[src/rtl/wsc_pkg.sv]
package wsc_pkg;
  typedef enum logic [2:0] {
    ST_IDLE, ST_T1, ST_HOLD, ST_T2, ST_TD, ST_TW, ST_T3, ST_T4
  } bus_st_e;
endpackage

[src/rtl/wsc_phase.sv]
module wsc_phase (
  input  logic clk,
  input  logic rst_n,
  output logic mid_en,
  output logic step_en,
  output logic first_half
);
  logic half_q;

  always_ff @(posedge clk or negedge rst_n)
    if (!rst_n) half_q <= 1'b0;
    else        half_q <= ~half_q;

  // edge closing the first half samples mid-state, the other changes state
  assign mid_en     = ~half_q;
  assign step_en    = half_q;
  assign first_half = ~half_q;
endmodule

[src/rtl/wsc_waitcnt.sv]
module wsc_waitcnt #(
  parameter int CNT_W = 4
) (
  input  logic             clk,
  input  logic             rst_n,
  input  logic             sample_en,
  input  logic             first,
  input  logic             cwait_n,
  input  logic [CNT_W-1:0] code,
  output logic             go_wait
);
  logic [CNT_W-1:0] cnt_q, eff;

  always_comb begin
    eff     = first ? code : cnt_q;
    go_wait = !cwait_n || (eff != '0);
  end

  always_ff @(posedge clk or negedge rst_n)
    if (!rst_n) cnt_q <= '0;
    else if (sample_en) begin
      if (!cwait_n)        cnt_q <= code;
      else if (eff != '0)  cnt_q <= eff - 1'b1;
      else                 cnt_q <= '0;
    end
endmodule

[src/rtl/wsc_seq.sv]
module wsc_seq import wsc_pkg::*; #(
  parameter int PER_WAITS  = 5,
  parameter int PER_SAMPLE = 2,
  parameter int IDX_W      = 3
) (
  input  logic             clk,
  input  logic             rst_n,
  input  logic             mid_en,
  input  logic             step_en,
  input  logic             ads_n,
  input  logic             xfer_wr,
  input  logic             cwait_n,
  input  logic             per_n,
  input  logic             go_wait,
  output bus_st_e          st_q,
  output logic [IDX_W-1:0] idx_q,
  output logic             per_q,
  output logic             wr_q,
  output logic             rdy_q,
  output logic             sample_en,
  output logic             first
);
  localparam logic [IDX_W-1:0] SAMP_I = IDX_W'(PER_SAMPLE);
  localparam logic [IDX_W-1:0] LAST_I = IDX_W'(PER_WAITS - 1);

  bus_st_e          plan_st, plan_st_q;
  logic [IDX_W-1:0] plan_idx, plan_idx_q;

  always_comb begin
    sample_en = mid_en && ((st_q == ST_T2 && !per_q) ||
                           (st_q == ST_TD && idx_q == SAMP_I) ||
                           (st_q == ST_TW));
    first     = (st_q != ST_TW);
  end

  // successor chosen at mid-state, applied at the next state boundary
  always_comb begin
    plan_st  = st_q;
    plan_idx = idx_q;
    case (st_q)
      ST_T2:
        if (per_q) begin
          plan_st  = ST_TD;
          plan_idx = '0;
        end else begin
          plan_st = go_wait ? ST_TW : ST_T3;
        end
      ST_TD:
        if (idx_q == SAMP_I && go_wait) plan_st = ST_TW;
        else if (idx_q == LAST_I)       plan_st = ST_T3;
        else                            plan_idx = idx_q + 1'b1;
      ST_TW:
        if (!go_wait) begin
          if (per_q) begin
            plan_st  = ST_TD;
            plan_idx = SAMP_I + 1'b1;
          end else begin
            plan_st = ST_T3;
          end
        end
      ST_T3:   plan_st = ST_T4;
      default: ;
    endcase
  end

  always_ff @(posedge clk or negedge rst_n)
    if (!rst_n) begin
      st_q       <= ST_IDLE;
      idx_q      <= '0;
      plan_st_q  <= ST_IDLE;
      plan_idx_q <= '0;
      per_q      <= 1'b0;
      wr_q       <= 1'b0;
      rdy_q      <= 1'b1;
    end else if (mid_en) begin
      plan_st_q  <= plan_st;
      plan_idx_q <= plan_idx;
      rdy_q      <= (plan_st inside {ST_IDLE, ST_T1, ST_T3, ST_T4});
    end else if (step_en) begin
      case (st_q)
        ST_IDLE, ST_T4:
          if (!ads_n) begin
            st_q <= ST_T1;
            wr_q <= xfer_wr;
          end else begin
            st_q <= ST_IDLE;
          end
        ST_T1:
          if (!cwait_n) begin
            st_q  <= ST_HOLD;
            rdy_q <= 1'b0;
          end else begin
            st_q  <= ST_T2;
            per_q <= !per_n;
          end
        ST_HOLD:
          if (cwait_n) begin
            st_q  <= ST_T2;
            per_q <= !per_n;
          end
        default: begin
          st_q  <= plan_st_q;
          idx_q <= plan_idx_q;
        end
      endcase
    end
endmodule

[src/rtl/wsc_strobe.sv]
module wsc_strobe import wsc_pkg::*; #(
  parameter int PER_WAITS = 5,
  parameter int IDX_W     = 3
) (
  input  bus_st_e          st,
  input  logic [IDX_W-1:0] idx,
  input  logic             first_half,
  input  logic             per_q,
  input  logic             wr_q,
  output logic             rd_n,
  output logic             wr_n,
  output logic             dbe_n,
  output logic             tso_n
);
  localparam logic [IDX_W-1:0] LAST_I = IDX_W'(PER_WAITS - 1);

  logic active, strb_on, dbe_on;

  always_comb begin
    active = st inside {ST_T2, ST_TD, ST_TW, ST_T3};
    if (per_q) strb_on = (st == ST_TD && idx != LAST_I) || (st == ST_TW);
    else       strb_on = st inside {ST_T2, ST_TW, ST_T3};
    dbe_on = (active && !(st == ST_T2 && first_half && !wr_q)) ||
             (st == ST_T4 && first_half);
    rd_n  = !(strb_on && !wr_q);
    wr_n  = !(strb_on && wr_q);
    dbe_n = !dbe_on;
    tso_n = !active;
  end
endmodule

[src/rtl/wait_state_ctl.sv]
module wait_state_ctl import wsc_pkg::*; #(
  parameter int WAIT_W     = 4,
  parameter int PER_WAITS  = 5,
  parameter int PER_SAMPLE = 2
) (
  input  logic              clk,
  input  logic              rst_n,
  input  logic              ads_n,
  input  logic              xfer_wr,
  input  logic              cwait_n,
  input  logic              per_n,
  input  logic [WAIT_W-1:0] wait_n,
  input  logic              strb_hiz,
  output logic              cpu_clk_hi,
  output logic              rd_n,
  output logic              wr_n,
  output logic              strb_oe,
  output logic              dbe_n,
  output logic              tso_n,
  output logic              rdy
);
  localparam int IDX_W = (PER_WAITS > 1) ? $clog2(PER_WAITS) : 1;

  logic             mid_en, step_en, first_half;
  logic             go_wait, sample_en, first, per_q, wr_q;
  bus_st_e          st;
  logic [IDX_W-1:0] idx;

  wsc_phase u_phase (
    .clk(clk), .rst_n(rst_n), .mid_en(mid_en), .step_en(step_en),
    .first_half(first_half)
  );

  wsc_waitcnt #(.CNT_W(WAIT_W)) u_cnt (
    .clk(clk), .rst_n(rst_n), .sample_en(sample_en), .first(first),
    .cwait_n(cwait_n), .code(~wait_n), .go_wait(go_wait)
  );

  wsc_seq #(.PER_WAITS(PER_WAITS), .PER_SAMPLE(PER_SAMPLE), .IDX_W(IDX_W)) u_seq (
    .clk(clk), .rst_n(rst_n), .mid_en(mid_en), .step_en(step_en),
    .ads_n(ads_n), .xfer_wr(xfer_wr), .cwait_n(cwait_n), .per_n(per_n),
    .go_wait(go_wait), .st_q(st), .idx_q(idx), .per_q(per_q), .wr_q(wr_q),
    .rdy_q(rdy), .sample_en(sample_en), .first(first)
  );

  wsc_strobe #(.PER_WAITS(PER_WAITS), .IDX_W(IDX_W)) u_strb (
    .st(st), .idx(idx), .first_half(first_half), .per_q(per_q), .wr_q(wr_q),
    .rd_n(rd_n), .wr_n(wr_n), .dbe_n(dbe_n), .tso_n(tso_n)
  );

  assign cpu_clk_hi = first_half;
  assign strb_oe    = !strb_hiz;
endmodule

[config.mk]
export PLATFORM = sky130hd
export DESIGN_NAME = wait_state_ctl
export DESIGN_NICKNAME = d
export VERILOG_FILES = /design/src/rtl/wsc_pkg.sv /design/src/rtl/wsc_phase.sv /design/src/rtl/wsc_waitcnt.sv /design/src/rtl/wsc_seq.sv /design/src/rtl/wsc_strobe.sv /design/src/rtl/wait_state_ctl.sv
export SDC_FILE = /design/constraint.sdc
export NUM_CORES = 1
export LEC_CHECK = 0
export BUFFER_PORTS_ARGS = -buffer_cell sky130_fd_sc_hd__clkbuf_2
export CAP_MARGIN = 20
export CORE_UTILIZATION = 62
export CTS_BUF_LIST = sky130_fd_sc_hd__clkbuf_16
export CTS_CLUSTER_SIZE = 10
export DETAILED_ROUTE_END_ITERATION = 6
export PLACE_DENSITY = 0.84
export SKIP_LAST_GASP = 1
export SLEW_MARGIN = 20
export SYNTH_ARGS = -nofsm -noshare
export SYNTH_HDL_FRONTEND = slang
export SYNTH_SLANG_ARGS = --single-unit
export TNS_END_PERCENT = 30
[constraint.sdc]
create_clock -name clk -period 3.9 [get_ports clk]
set_clock_uncertainty 0.2 [all_clocks]
set_input_delay 0.195 -clock clk [delete_from_list [all_inputs] [get_ports clk]]
set_output_delay 0.195 -clock clk [all_outputs]
set_load 0.02 [all_outputs]
; ---- Word level (Yosys, flattened, before mapping)
; Index checks and enable logic that the tools add are counted.
[classes]
n_addsub = 2
n_eq_ne = 17
mux = 24
n_bitwise = 4
reduce_logical = 40
[op_table]
columns = op, n
row1 = 2-to-1 mux 3 bit, 10
row2 = equality test 3 bit (second input constant), 7
row3 = one-hot mux 3 bit (3 select lines), 2
row4 = 2-to-1 mux 4 bit, 3
row5 = one-hot mux 3 bit (4 select lines), 1
row6 = nonzero test 4 bit, 3
row7 = logical AND 1 bit, 11
row8 = logical NOT 1 bit, 10
row9 = equality test 3 x 2 -> 1 bit (second input constant), 3
row10 = equality test 3 x 1 -> 1 bit (second input constant), 2
row11 = logical NOT 3 bit, 2
row12 = 2-to-1 mux 1 bit, 6
row13 = != test 3 bit (second input constant), 2
row14 = AND reduction 2 bit, 3
row15 = AND reduction 3 bit, 2
row16 = logical OR 1 bit, 5
row17 = 2-to-1 mux 2 bit, 2
row18 = != test 2 bit (second input constant), 2
row19 = NOT 4 bit, 1
row20 = OR reduction 2 bit, 2
row21 = OR reduction 4 bit, 1
row22 = subtractor 4 x 1 -> 4 bit (second input constant), 1
row23 = adder 3 x 1 -> 3 bit (second input constant), 1
row24 = NOT 1 bit, 3
row25 = 2 further kinds, 2
[totals]
ff_bits = 20
in_bits = 11
output_inout_bits = 7
wordCells = 96

; ---- Depth between registers and ports, before layout
; Gate-level depths: netlist of run 1.
[depth]
word_depth = 10
ltp_mapped = 7
depth_no_buf = 7

; ---- Modules after synthesis
; Synthesis of run 1 repeated with hierarchy kept, for this count alone.
[unflattened]
cells_unflattened = 180
area_unflattened_um2 = 1550.2
[by_module_without_submodules]
columns = module, n_inst, cells_each, area_per_inst_um2, seq_area_each_um2
row1 = wsc_seq, 1, 116, 1022.2, 376.6
row2 = wsc_waitcnt, 1, 43, 380.4, 100.1
row3 = wsc_strobe, 1, 13, 92.6, 0.0
row4 = wsc_phase, 1, 3, 36.3, 25.0
row5 = wait_state_ctl, 1, 5, 18.8, 0.0

; ---- Worst setup path before layout of run 1
; Ideal clock, no wire load.
[synth_timing]
kind = reg-to-reg
start = register u_seq.st_q[1]
end = register u_cnt.cnt_q[0]
setup_ps = 67
arrival_ps = 1830
required_time_ps = 3633
setup_slack_ps = 1803
path_stages_with_launch = 8
path_buffers = 2
synth_period_minus_slack_ps = 2097
path_cell_list = dfrtp_1 > buf_4 > and3b_1 > buf_6 > mux2_4 > or4b_1 > o21ai_1 > a22o_1
[synth_via]
elab_chain_cells = 5
elab_cells_between_ends = 14
cone_classes = add/sub: 1 / eq/ne: 4 / mux: 3 / reduce/logical: 6
[synth_rtl]
columns = element, line
row1 = start: declaration, wsc_seq.sv:15  ; output bus_st_e st_q,
row2 = start signal: assignment, wsc_seq.sv:102  ; st_q <= plan_st_q;
row3 = != test 3 bit (tied with other cells), wsc_seq.sv:33  ; first = (st_q != ST_TW);
row4 = 2-to-1 mux 4 bit (tied with other cells), wsc_waitcnt.sv:15  ; eff = first ? code : cnt_q;
row5 = subtractor 4 x 1 -> 4 bit (tied with other cells), wsc_waitcnt.sv:23  ; else if (eff != '0) cnt_q <= eff - 1'b1;
row6 = 2-to-1 mux 4 bit / logical OR 1 bit (equally long branches), "wsc_waitcnt.sv:23, wsc_seq.sv:31"
row7 = 2-to-1 mux 4 bit / logical AND 1 bit (equally long branches), "wsc_waitcnt.sv:22, wsc_seq.sv:30"
row8 = end signal: assignment, wsc_waitcnt.sv:22  ; if (!cwait_n) cnt_q <= code;
row9 = end signal: assignment, wsc_waitcnt.sv:23
row10 = end: declaration, wsc_waitcnt.sv:12  ; logic [CNT_W-1:0] cnt_q, eff;
; Several ways; a longest one is shown, not always the timed one.
; A chain may end at the register's enable or synchronous reset.

; ---- Worst setup path in the final report of run 1
[layout_timing]
start = register u_seq.st_q[2]
end = register u_cnt.cnt_q[0]
; The elaborated chain is that of the path after synthesis.

==> metrics.cfg, run 1 <==
[clocking]
tritoncts = done
cts_resized = 0
clk_pin_slew_ps = 60
htreeDepth = 1
clkLatencyLatePin_ps = 250
cts_root_buffer = clkbuf_16
cts.sinks = 20
clock_path_buffers = 2
cts_buffers = 3
post_cts_buffers = 0

[logic_synthesis]
synthCells = 185
synth_edf_count = 0
synth-seq-cells = 20
syn-cell-area_um2 = 1473
synth_common_cells = nand2_1 (23), o21ai_0 (20), dfrtp_1 (19)
synth_top_area_share = 0.3229
ys.flop_type = dfrtp_1
synth_nets = 199
ys_seq_area_frac = 0.3407
ys_warn_count = 0
yosysTopAreaCell = dfrtp_1
synth.most_common_cell = nand2_1
synth_cell_types = 52
netlist_top_cells_area = dfrtp_1 (32%), o21ai_0 (6.8%), nand2_1 (5.9%), a21oi_1 (5.1%), nor2_1 (3.3%)
synth.avg_cell_area_um2 = 7.960
async_reset_ff_frac = 1.000

[grt]
grt_pass1_vias = 1454
grt_first_pass_wirelength_um = 6189
overflow = 0
grt_use_total = 0.3196
antenna_found_initial = 0
grt_max_degree = 26

[setup_path]
reg2reg_to = u_cnt.cnt_q[0]
worstPathCellList = and3b_1 -> mux2_4 -> or4b_1 -> o21ai_1 -> a22o_1
ff2ff_path_depth = 5
critPathKind = reg2reg
critPathLaunchType = flip-flop
rr_startpoint = u_seq.st_q[2]
crit_slowest_cell = dfrtp_1
cp_max_fo = 16
cp-end-kind = flip-flop
rrSetupSlack_ps = 1360
cp.required_ps = 3890
critPathArrivalTime_ps = 2530
cpPeakStageDelay_ps = 680

[timing]
hold_viol = 0
period_share = 0.6504
setup_viol = 0
fin_crit_ps = 2537
finalWorstSetupSlack_ps = 1363
worst_pin_slew_ps = 755.1
slew_violations = 0
whs_ps = 156.5
setup-tns-final_ps = 0
fmax_ghz = 0.3942
rsz0062_at_grt = false
slew_headroom = 0.4966

[floorplan]
core_um2 = 2233
initial_core_util = 0.6594
dieArea_um2 = 2574
rows = 17
die_h_um = 50.74
io_pins = 18
dieWidth_um = 50.74

[layout]
drive_above_1_share = 0.1320
fin_nets = 212
finalInstanceArea_um2 = 1644
multi_input_comb_area_um2 = 868.3
antenna_cells = 0
seq_area_um2 = 501.7
area_delta_synth_final_pct = 11.64
fillers = 170
fin_cells = 225
utilization = 0.7361

[drt]
drtPass1Iterations = 5
drcViolationCount = 0
vias = 1490
post_drt_wl_per_cell_um = 16.32
vias_per_cell = 6.622
wirelength_um = 3672
ant_nets = 0
drtIter0Drc = 112

[placed_design]
hpwl_um = 2456
dp_cells = 218
dp_slack_ps = 1428
dpl_cell_area_um2 = 1535
place.port_buffers = 17
gp_congestion = 0.9006

[power_and_ir_drop]
cellLeakagePower_nw = 0.6899
powerDensity_nw_per_um2 = 701.0
power_mw = 1.153
peakVddDrop_mv = 0.5620

[worst_hold_path]
holdPathEnd = u_cnt.cnt_q[3]
min_path_cells = 3
min-delay-start = wait_n[3]
hold_path_class = in2reg

[job]
max_cap_viol_count = 0

[status]
status = finished clean

[per-layer routing]
| layer | wire, µm | track usage | vias up | share of wire |
|---|---|---|---|---|
| li1 | - | - | 698 | - |
| met1 | 1498 | 0.3985 | 679 | 0.41 |
| met2 | 1776 | 0.5289 | 95 | 0.48 |
| met3 | 286 | 0.05152 | 18 | 0.078 |
| met4 | 110 | 0.1667 | 0 | 0.030 |
| met5 | 0 | 0 | - | 0 |
[how the worst max path moves through the flow]
stage	to	from	slack, ps
finish	u_cnt.cnt_q[0]	u_seq.st_q[2]	1360
global route	u_cnt.cnt_q[0]	u_seq.st_q[2]	1270
CTS	u_cnt.cnt_q[0]	u_seq.st_q[2]	1410
detailed placement	u_cnt.cnt_q[0]	u_seq.st_q[2]	1430
global placement	u_cnt.cnt_q[0]	u_seq.st_q[2]	1520
floorplan	u_cnt.cnt_q[0]	u_seq.st_q[1]	1800
[logic make-up (layout without fill, tap and decap cells)]
group	after synthesis	after routing	synth area share
simple gates	61	61	0.2099
mux	5	5	0.03993
xor+xnor	3	3	0.01785
buf+inv	24	36	0.06966
flops	20	20	0.3407
compound gates	69	69	0.2965
fa+ha+maj	3	3	0.02549
[where the power goes]
part	leakage (nW)	internal (mW)	total (mW)	switching, mW
clock network	0.0423	0.137	0.216	0.0790
logic	0.401	0.212	0.515	0.303
registers	0.247	0.284	0.422	0.137
[final cells by class]
class,instances,share of cell area
Multi-Input combinational cell,141,0.5282
Sequential cell,20,0.3052
Timing Repair Buffer,20,0.07001
Clock buffer,3,0.04566
Inverter,12,0.02740
Tap cell,28,0.02131
Clock inverter,1,0.002283
[sequential cells by signal (all words and copies together) (netlist names), 3 cells and up]
signal,cells
u_seq.plan_idx_q,3
u_seq.idx_q,3
u_cnt.cnt_q,4
u_seq.plan_st_q,3
u_seq.st_q,3
[worst max-delay path, delay by kind of cell, from the launching register on]
kind | cells | cell delay (ps)
AO/OA/AOI/OAI | 2 | 240
flip-flops | 1 | 680
multiplexers | 1 | 380
AND/OR/NAND/NOR | 2 | 970
[timing repair]
action                                 CTS  global route
hold buffers                             3             0
endpoints found under the hold margin   21             0
setup endpoints to repair                0             0
[cell usage in the layout (no fill, tap or decap), types with 3 or more instances in the layout]
cell | synthesis | final
nand2b_1 | 3 | 3
o31ai_1 | 4 | 4
nor2_1 | 13 | 13
ha_1 | 3 | 3
a21oi_1 | 15 | 15
nand3b_1 | 4 | 4
o211ai_1 | 3 | 3
nand2_1 | 23 | 23
clkbuf_16 | 0 | 3
dfrtp_1 | 19 | 19
a31oi_1 | 6 | 6
o21ai_0 | 20 | 20
mux2_2 | 3 | 3
inv_1 | 12 | 13
dlygate4sd3_1 | 0 | 3
clkbuf_2 | 0 | 17
No activity file was read; power rests on OpenSTA's default activity.
==> inputs of run 2 (changes only) <==
ABC_AREA = 1   (was default)
CORE_UTILIZATION = 51   (was 62)
PLACE_DENSITY = 0.75   (was 0.84)
clock period = 2.1 ns   (was 3.9 ns; I/O delays follow)
==> run 2 against run 1 <==
- sequential power up 59%
- die area up 15%
- core utilization down 4.3 points
- clock power up 140%
- clock-buffer cell count unchanged
- worst hold slack worse by 130 ps
- total power up 100%
- critical endpoint is now dbe_n
- largest cell class unchanged
- highest routed layer unchanged
==> metrics.cfg, run 2 <==
[layout]
final_common_cell = nand2_1
fin_cells = 263  ; +17%
most-common-layout-cells = nand2_1 (50), inv_1 (25), clkbuf_2 (16)
seq_area_um2 = 506.7  ; +1.0%
drive_above_1_share = 0.2361  ; +0.1041
antenna_cells = 0  ; unchanged
multi_input_comb_area_um2 = 767.0  ; -12%
area_delta_synth_final_pct = 25.16
fin_nets = 248  ; +17%
top_register = u_cnt.cnt_q
largest_register_ffs = 4  ; unchanged
fillers = 213  ; +25%

[setup_path]
reg2reg_to = u_seq.plan_st_q[1]
crit_slowest_cell = dfrtp_2
rr_startpoint = u_seq.st_q[1]
cpPeakStageDelay_ps = 430  ; -250 ps
critPathArrivalTime_ps = 1740  ; -790 ps
worstPathCellList = inv_2 -> nor2_2 -> nor2_2 -> inv_2 -> nor2_4 -> a31oi_1 -> a31oi_1 -> clkbuf_4
cp.required_ps = 1790  ; -2100 ps
cp_max_fo = 7  ; -9
critPathKind = reg2out
cp-end-kind = output port
cp_num_buf_inv = 3  ; +3
ff2ff_path_depth = 12  ; +7
rrSetupSlack_ps = 200  ; -1160 ps
critPathLaunchType = flip-flop
path_delay_family = flip-flops

[timing]
setup_viol = 0  ; unchanged
setup-tns-final_ps = 0  ; unchanged
rsz0062_at_grt = false
period_share = 0.9737
whs_ps = 29.63  ; -126.9 ps
hold_viol = 0  ; unchanged
worst_pin_slew_ps = 512.3  ; -242.8 ps
slew_headroom = 0.6584  ; +0.1619
fmax_ghz = 0.4890
fin_crit_ps = 2045
slew_violations = 0  ; unchanged

[power_and_ir_drop]
peakVddDrop_mv = 1.206  ; +110%
power_frac_seq = 0.291  ; -0.075
clock_power_share = 0.227  ; +0.040
power.internal_mw = 1.301  ; +110%
powerDensity_nw_per_um2 = 1321  ; +88%
pwr-share-comb = 0.482  ; +0.035
power.switching_mw = 1.009  ; +94%
swShare = 0.4369  ; -0.01395
cellLeakagePower_nw = 0.8941  ; +30%

[logic_synthesis]
synth.most_common_cell = nand2_1
synth_top_area_share = 0.3402  ; +0.01734
ys_seq_area_frac = 0.3590  ; +0.01830
synth_cell_types = 31  ; -40%
async_reset_ff_frac = 1.000  ; unchanged
ys_warn_count = 0  ; unchanged
synthCells = 203  ; +9.7%
synth-seq-cells = 20  ; unchanged
syn-cell-area_um2 = 1398  ; -5.1%
ys.flop_type = dfrtp_1
synth_nets = 217  ; +9.0%
netlist_top_cells_area = dfrtp_1 (34%), nand2_1 (14%), inv_1 (7.0%), a21oi_1 (5.4%), nand3_1 (4.7%)
synth_common_cells = nand2_1 (52), inv_1 (26), dfrtp_1 (19)
yosysTopAreaCell = dfrtp_1
synth.avg_cell_area_um2 = 6.885  ; -14%
synth_edf_count = 0  ; unchanged

[clocking]
cts_root_buffer = clkbuf_16
clk_pin_slew_ps = 60  ; about the same
tritoncts = done
cts.sinks = 20  ; unchanged
cts_buffers = 3  ; unchanged
htreeDepth = 1  ; unchanged
clkLatencyLatePin_ps = 250  ; about the same
clock_path_buffers = 2  ; unchanged

[floorplan]
rows = 18  ; +1
dieArea_um2 = 2954  ; +15%
die_h_um = 54.35  ; +7.1%
dieWidth_um = 54.35  ; +7.1%
initial_core_util = 0.5541  ; -0.1053
core_um2 = 2522  ; +13%
io_pins = 18  ; unchanged

[grt]
grt_pass1_vias = 1254  ; -14%
grt_use_total = 0.2606  ; -0.05900
grt_first_pass_wirelength_um = 5471  ; -12%
antenna_found_initial = 0  ; unchanged
grt_max_degree = 21  ; -19%
overflow = 0  ; unchanged

[drt]
drtPass1Iterations = 4  ; -1
vias_per_cell = 5.494  ; -17%
ant_nets = 0  ; unchanged
drcViolationCount = 0  ; unchanged
vias = 1445  ; -3.0%
post_drt_wl_per_cell_um = 13.10  ; -20%
wirelength_um = 3445  ; -6.2%
drtIter0Drc = 38  ; -66%

[status]
status = finished clean

[placed_design]
dp_cells = 248  ; +14%
hpwl_um = 2488  ; +1.3%
gp_congestion = 0.9628  ; +6.9%
place.port_buffers = 17  ; unchanged

[job]
max_cap_viol_count = 0  ; unchanged

[worst_hold_path]
hold_path_class = in2reg
holdPathEnd = u_cnt.cnt_q[3]
min-delay-start = wait_n[3]
min_path_cells = 4  ; +1

## run 2: cell type report
| type | count | area share |
|---|---|---|
| flip-flops and latches | 20 | 0.2897 |
| clock inverters | 1 | 0.01717 |
| clock buffers | 3 | 0.04292 |
| inverters | 32 | 0.07010 |
| multi-input cells | 146 | 0.4385 |
| repair buffers | 31 | 0.1202 |
| well taps | 30 | 0.02146 |
## run 2: repair_timing
| action | 4_1_cts | 5_1_grt |
|---|---|---|
| hold endpoints to repair | 25 | 0 |
| endpoints found under the setup margin | 3 | 3 |
| gates resized for setup | 4 | 8 |
| pin swaps | 0 | 1 |
| setup buffers | 4 | 0 |
| hold buffers | 7 | 0 |
## run 2: kinds of logic (layout without fill, tap and decap cells)
kind of cell,count (synthesis),after routing,share of synthesized area
AOI/OAI and AO/OA,42,42,0.1585
xor gates and xnor gates,2,2,0.01254
adders and majority gates,3,3,0.02686
buffers and inverters,37,67,0.1047
DFF,20,20,0.3590
muxes,1,1,0.007162
and+or+nand+nor,98,98,0.3312
## run 2: power by group through the flow
stage	sequential [mW]	combinational (mW)	clock [mW]
floorplan	0.645	0.734	0
CTS	0.662	1.08	0.535
finish	0.673	1.11	0.524
detailed placement	0.702	0.953	0
global placement	0.699	0.919	0
global route	0.683	1.22	0.549
## run 2: worst register-to-register path: cells and delay by family (launching register included)
kind | cells | cell delay [ps]
flip-flops | 1 | 450
buffers and inverters | 2 | 250
AND/OR/NAND/NOR | 10 | 900
## run 2: per-stage QoR
step	instance area [µm²]	setup slack [ps]	total power, mW	utilization
floorplan	1398	214.2	1.379	-
global placement	1519	231.4	1.618	0.6022
detailed placement	1519	156.1	1.655	0.6022
CTS	1732	4.909	2.276	0.6865
global route	1749	12.47	2.455	0.6935
finish	1749	55.13	2.310	0.6935
## run 2: worst max-delay path by stage
stage	cells after the start	endpoint	slack, ps	startpoint
finish	8	dbe_n	60	u_seq.st_q[2]
global route	12	u_seq.plan_st_q[1]	10	u_seq.st_q[1]
CTS	7	wr_n	5	u_seq.idx_q[1]
detailed placement	8	dbe_n	160	u_seq.st_q[2]
global placement	8	dbe_n	230	u_seq.st_q[0]
floorplan	8	dbe_n	210	u_seq.st_q[2]
## run 2: per-layer routing
| layer | global-route usage | vias to the layer above | routed length [µm] |
|---|---|---|---|
| met4 | 0.09829 | 0 | 61 |
| met2 | 0.4837 | 38 | 1757 |
| met1 | 0.3094 | 679 | 1496 |
| li1 | - | 718 | - |
| met3 | 0.01667 | 10 | 130 |
| met5 | 0 | - | 0 |
==> inputs of run 3 (changes only) <==
HOLD_SLACK_MARGIN = 0.06   (was default)
==> run 3 against run 2 <==
- first-iteration DRC count did not move
- total power rose by 0.16%
- die area did not move
==> metrics.cfg, run 3 (synthesis gave the netlist of run 2 again) <==
[status]
status = finished clean

[floorplan]
dieArea_um2 = 2954  ; unchanged
core_um2 = 2522  ; unchanged
die_h_um = 54.35  ; unchanged
io_pins = 18  ; unchanged
rows = 18  ; unchanged
dieWidth_um = 54.35  ; unchanged
initial_core_util = 0.5541  ; unchanged

[layout]
seq_area_um2 = 506.7  ; unchanged
fin_nets = 250  ; +0.81%
finalInstanceArea_um2 = 1769  ; +1.1%
largest_register_ffs = 4  ; unchanged
most-common-layout-cells = nand2_1 (50), inv_1 (25), clkbuf_2 (16)
fin_cells = 265  ; +0.76%
top_register = u_cnt.cnt_q
fillers = 209  ; -1.9%
final_common_cell = nand2_1
area_delta_synth_final_pct = 26.59
multi_input_comb_area_um2 = 767.0  ; unchanged
drive_above_1_share = 0.2340  ; -0.002009
antenna_cells = 0  ; unchanged

[grt]
overflow = 0  ; unchanged
grt_first_pass_wirelength_um = 5513  ; +0.77%
antenna_found_initial = 0  ; unchanged
grt_max_degree = 21  ; unchanged
grt_pass1_vias = 1263  ; +0.72%
grt_use_total = 0.2624  ; +0.001745

[timing]
slew_violations = 0  ; unchanged
fin_crit_ps = 2045  ; +0.5497 ps
hold_viol = 0  ; unchanged
setup-tns-final_ps = 0  ; unchanged
fmax_ghz = 0.4889  ; about the same
setup_viol = 0  ; unchanged
worst_pin_slew_ps = 513.9  ; +1.567 ps
slew_headroom = 0.6574  ; -0.001045
finalWorstSetupSlack_ps = 54.58  ; -0.5497 ps
rsz0062_at_grt = false
period_share = 0.9740  ; about the same

[power_and_ir_drop]
power.internal_mw = 1.303  ; +0.18%
power.switching_mw = 1.011  ; +0.13%
peakVddDrop_mv = 1.208  ; +0.13%
power_frac_seq = 0.291  ; about the same
powerDensity_nw_per_um2 = 1308  ; -0.97%
clock_power_share = 0.227  ; about the same
pwr-share-comb = 0.482  ; about the same
cellLeakagePower_nw = 0.9024  ; +0.93%
swShare = 0.4367  ; about the same

[clocking]
cts_root_buffer = clkbuf_16
cts_buffers = 3  ; unchanged
htreeDepth = 1  ; unchanged
clock_path_buffers = 2  ; unchanged
clkLatencyLatePin_ps = 250  ; about the same
cts.sinks = 20  ; unchanged
clk_pin_slew_ps = 60  ; about the same
tritoncts = done

[setup_path]
cp_max_fo = 7  ; unchanged
cp.required_ps = 1790  ; about the same
critPathLaunchType = flip-flop
cp-end-kind = output port
critPathKind = reg2out
critPathArrivalTime_ps = 1740  ; about the same

[drt]
wirelength_um = 3449  ; +0.12%
vias_per_cell = 5.483  ; -0.21%
post_drt_wl_per_cell_um = 13.02  ; -0.64%
drtPass1Iterations = 4  ; unchanged
ant_nets = 0  ; unchanged
drcViolationCount = 0  ; unchanged
drtIter0Drc = 38  ; unchanged
vias = 1453  ; +0.55%

[placed_design]
hpwl_um = 2488  ; unchanged
dpl_cell_area_um2 = 1519  ; unchanged
dp_cells = 248  ; unchanged
gp_congestion = 0.9628  ; unchanged
place.port_buffers = 17  ; unchanged
dp_slack_ps = 156.1  ; unchanged

[job]
max_cap_viol_count = 0  ; unchanged

[worst_hold_path]
hold_path_class = in2async

## run 3: path summary, 6_finish.rpt
check | slack [ps] | to | cells after the start | start
min in group clk | 260 | strb_oe | 3 | strb_hiz
max reg2reg | 200 | u_seq.plan_st_q[1] | 12 | u_seq.st_q[1]
min reg2reg | 280 | u_cnt.cnt_q[1] | 2 | u_cnt.cnt_q[1]
min | 160 | u_seq.plan_idx_q[2] | 2 | rst_n
max | 50 | dbe_n | 8 | u_seq.st_q[2]
max in group asynchronous | 1170 | u_seq.idx_q[1] | 2 | rst_n
## run 3: power groups by stage
stage / Clock (mW) / Sequential (mW) / Combinational (mW)
floorplan: 0 / 0.645 / 0.734
global placement: 0 / 0.699 / 0.919
detailed placement: 0 / 0.702 / 0.953
CTS: 0.535 / 0.662 / 1.08
global route: 0.549 / 0.683 / 1.23
finish: 0.525 / 0.673 / 1.12
## run 3: area by class of cell
class	instances	share of cell area
timing repair buffer	33	0.1301
clock inverter	1	0.01697
clock buffer	3	0.04243
tap	30	0.02122
multi-input combinational	146	0.4335
sequential	20	0.2864
inverter	32	0.06931
## run 3: worst max-delay path, stage by stage (launching register included)
cell      delay [ps]
dfrtp_2          430
inv_2            130
nor2_2            90
nor2_2           170
inv_2             80
nor2_4           130
a31oi_1           60
a31oi_1          190
clkbuf_4         210
## run 3: what timing repair did
action,CTS,global route
gates resized for setup,4,8
setup buffers,4,0
pin swaps,0,1
hold buffers,9,0
endpoints found under the setup margin,3,3
hold endpoints to repair,26,0
## run 3: layer usage
layer | global-route usage | vias up | part of all wire
li1 | - | 722 | -
met1 | 0.3145 | 683 | 0.44
met2 | 0.4837 | 38 | 0.51
met3 | 0.01667 | 10 | 0.038
met4 | 0.09829 | 0 | 0.018
met5 | 0 | - | 0
## run 3: through the flow
step	total power, mW	hold slack [ps]	util
6_report	2.314	159.4	0.7014
5_1_grt	2.458	222.6	0.7014
4_1_cts	2.279	172.5	0.6944
3_5_place_dp	1.655	-95.63	0.6022
3_3_place_gp	1.618	-105.9	0.6022
2_1_floorplan	1.379	-390.6	-
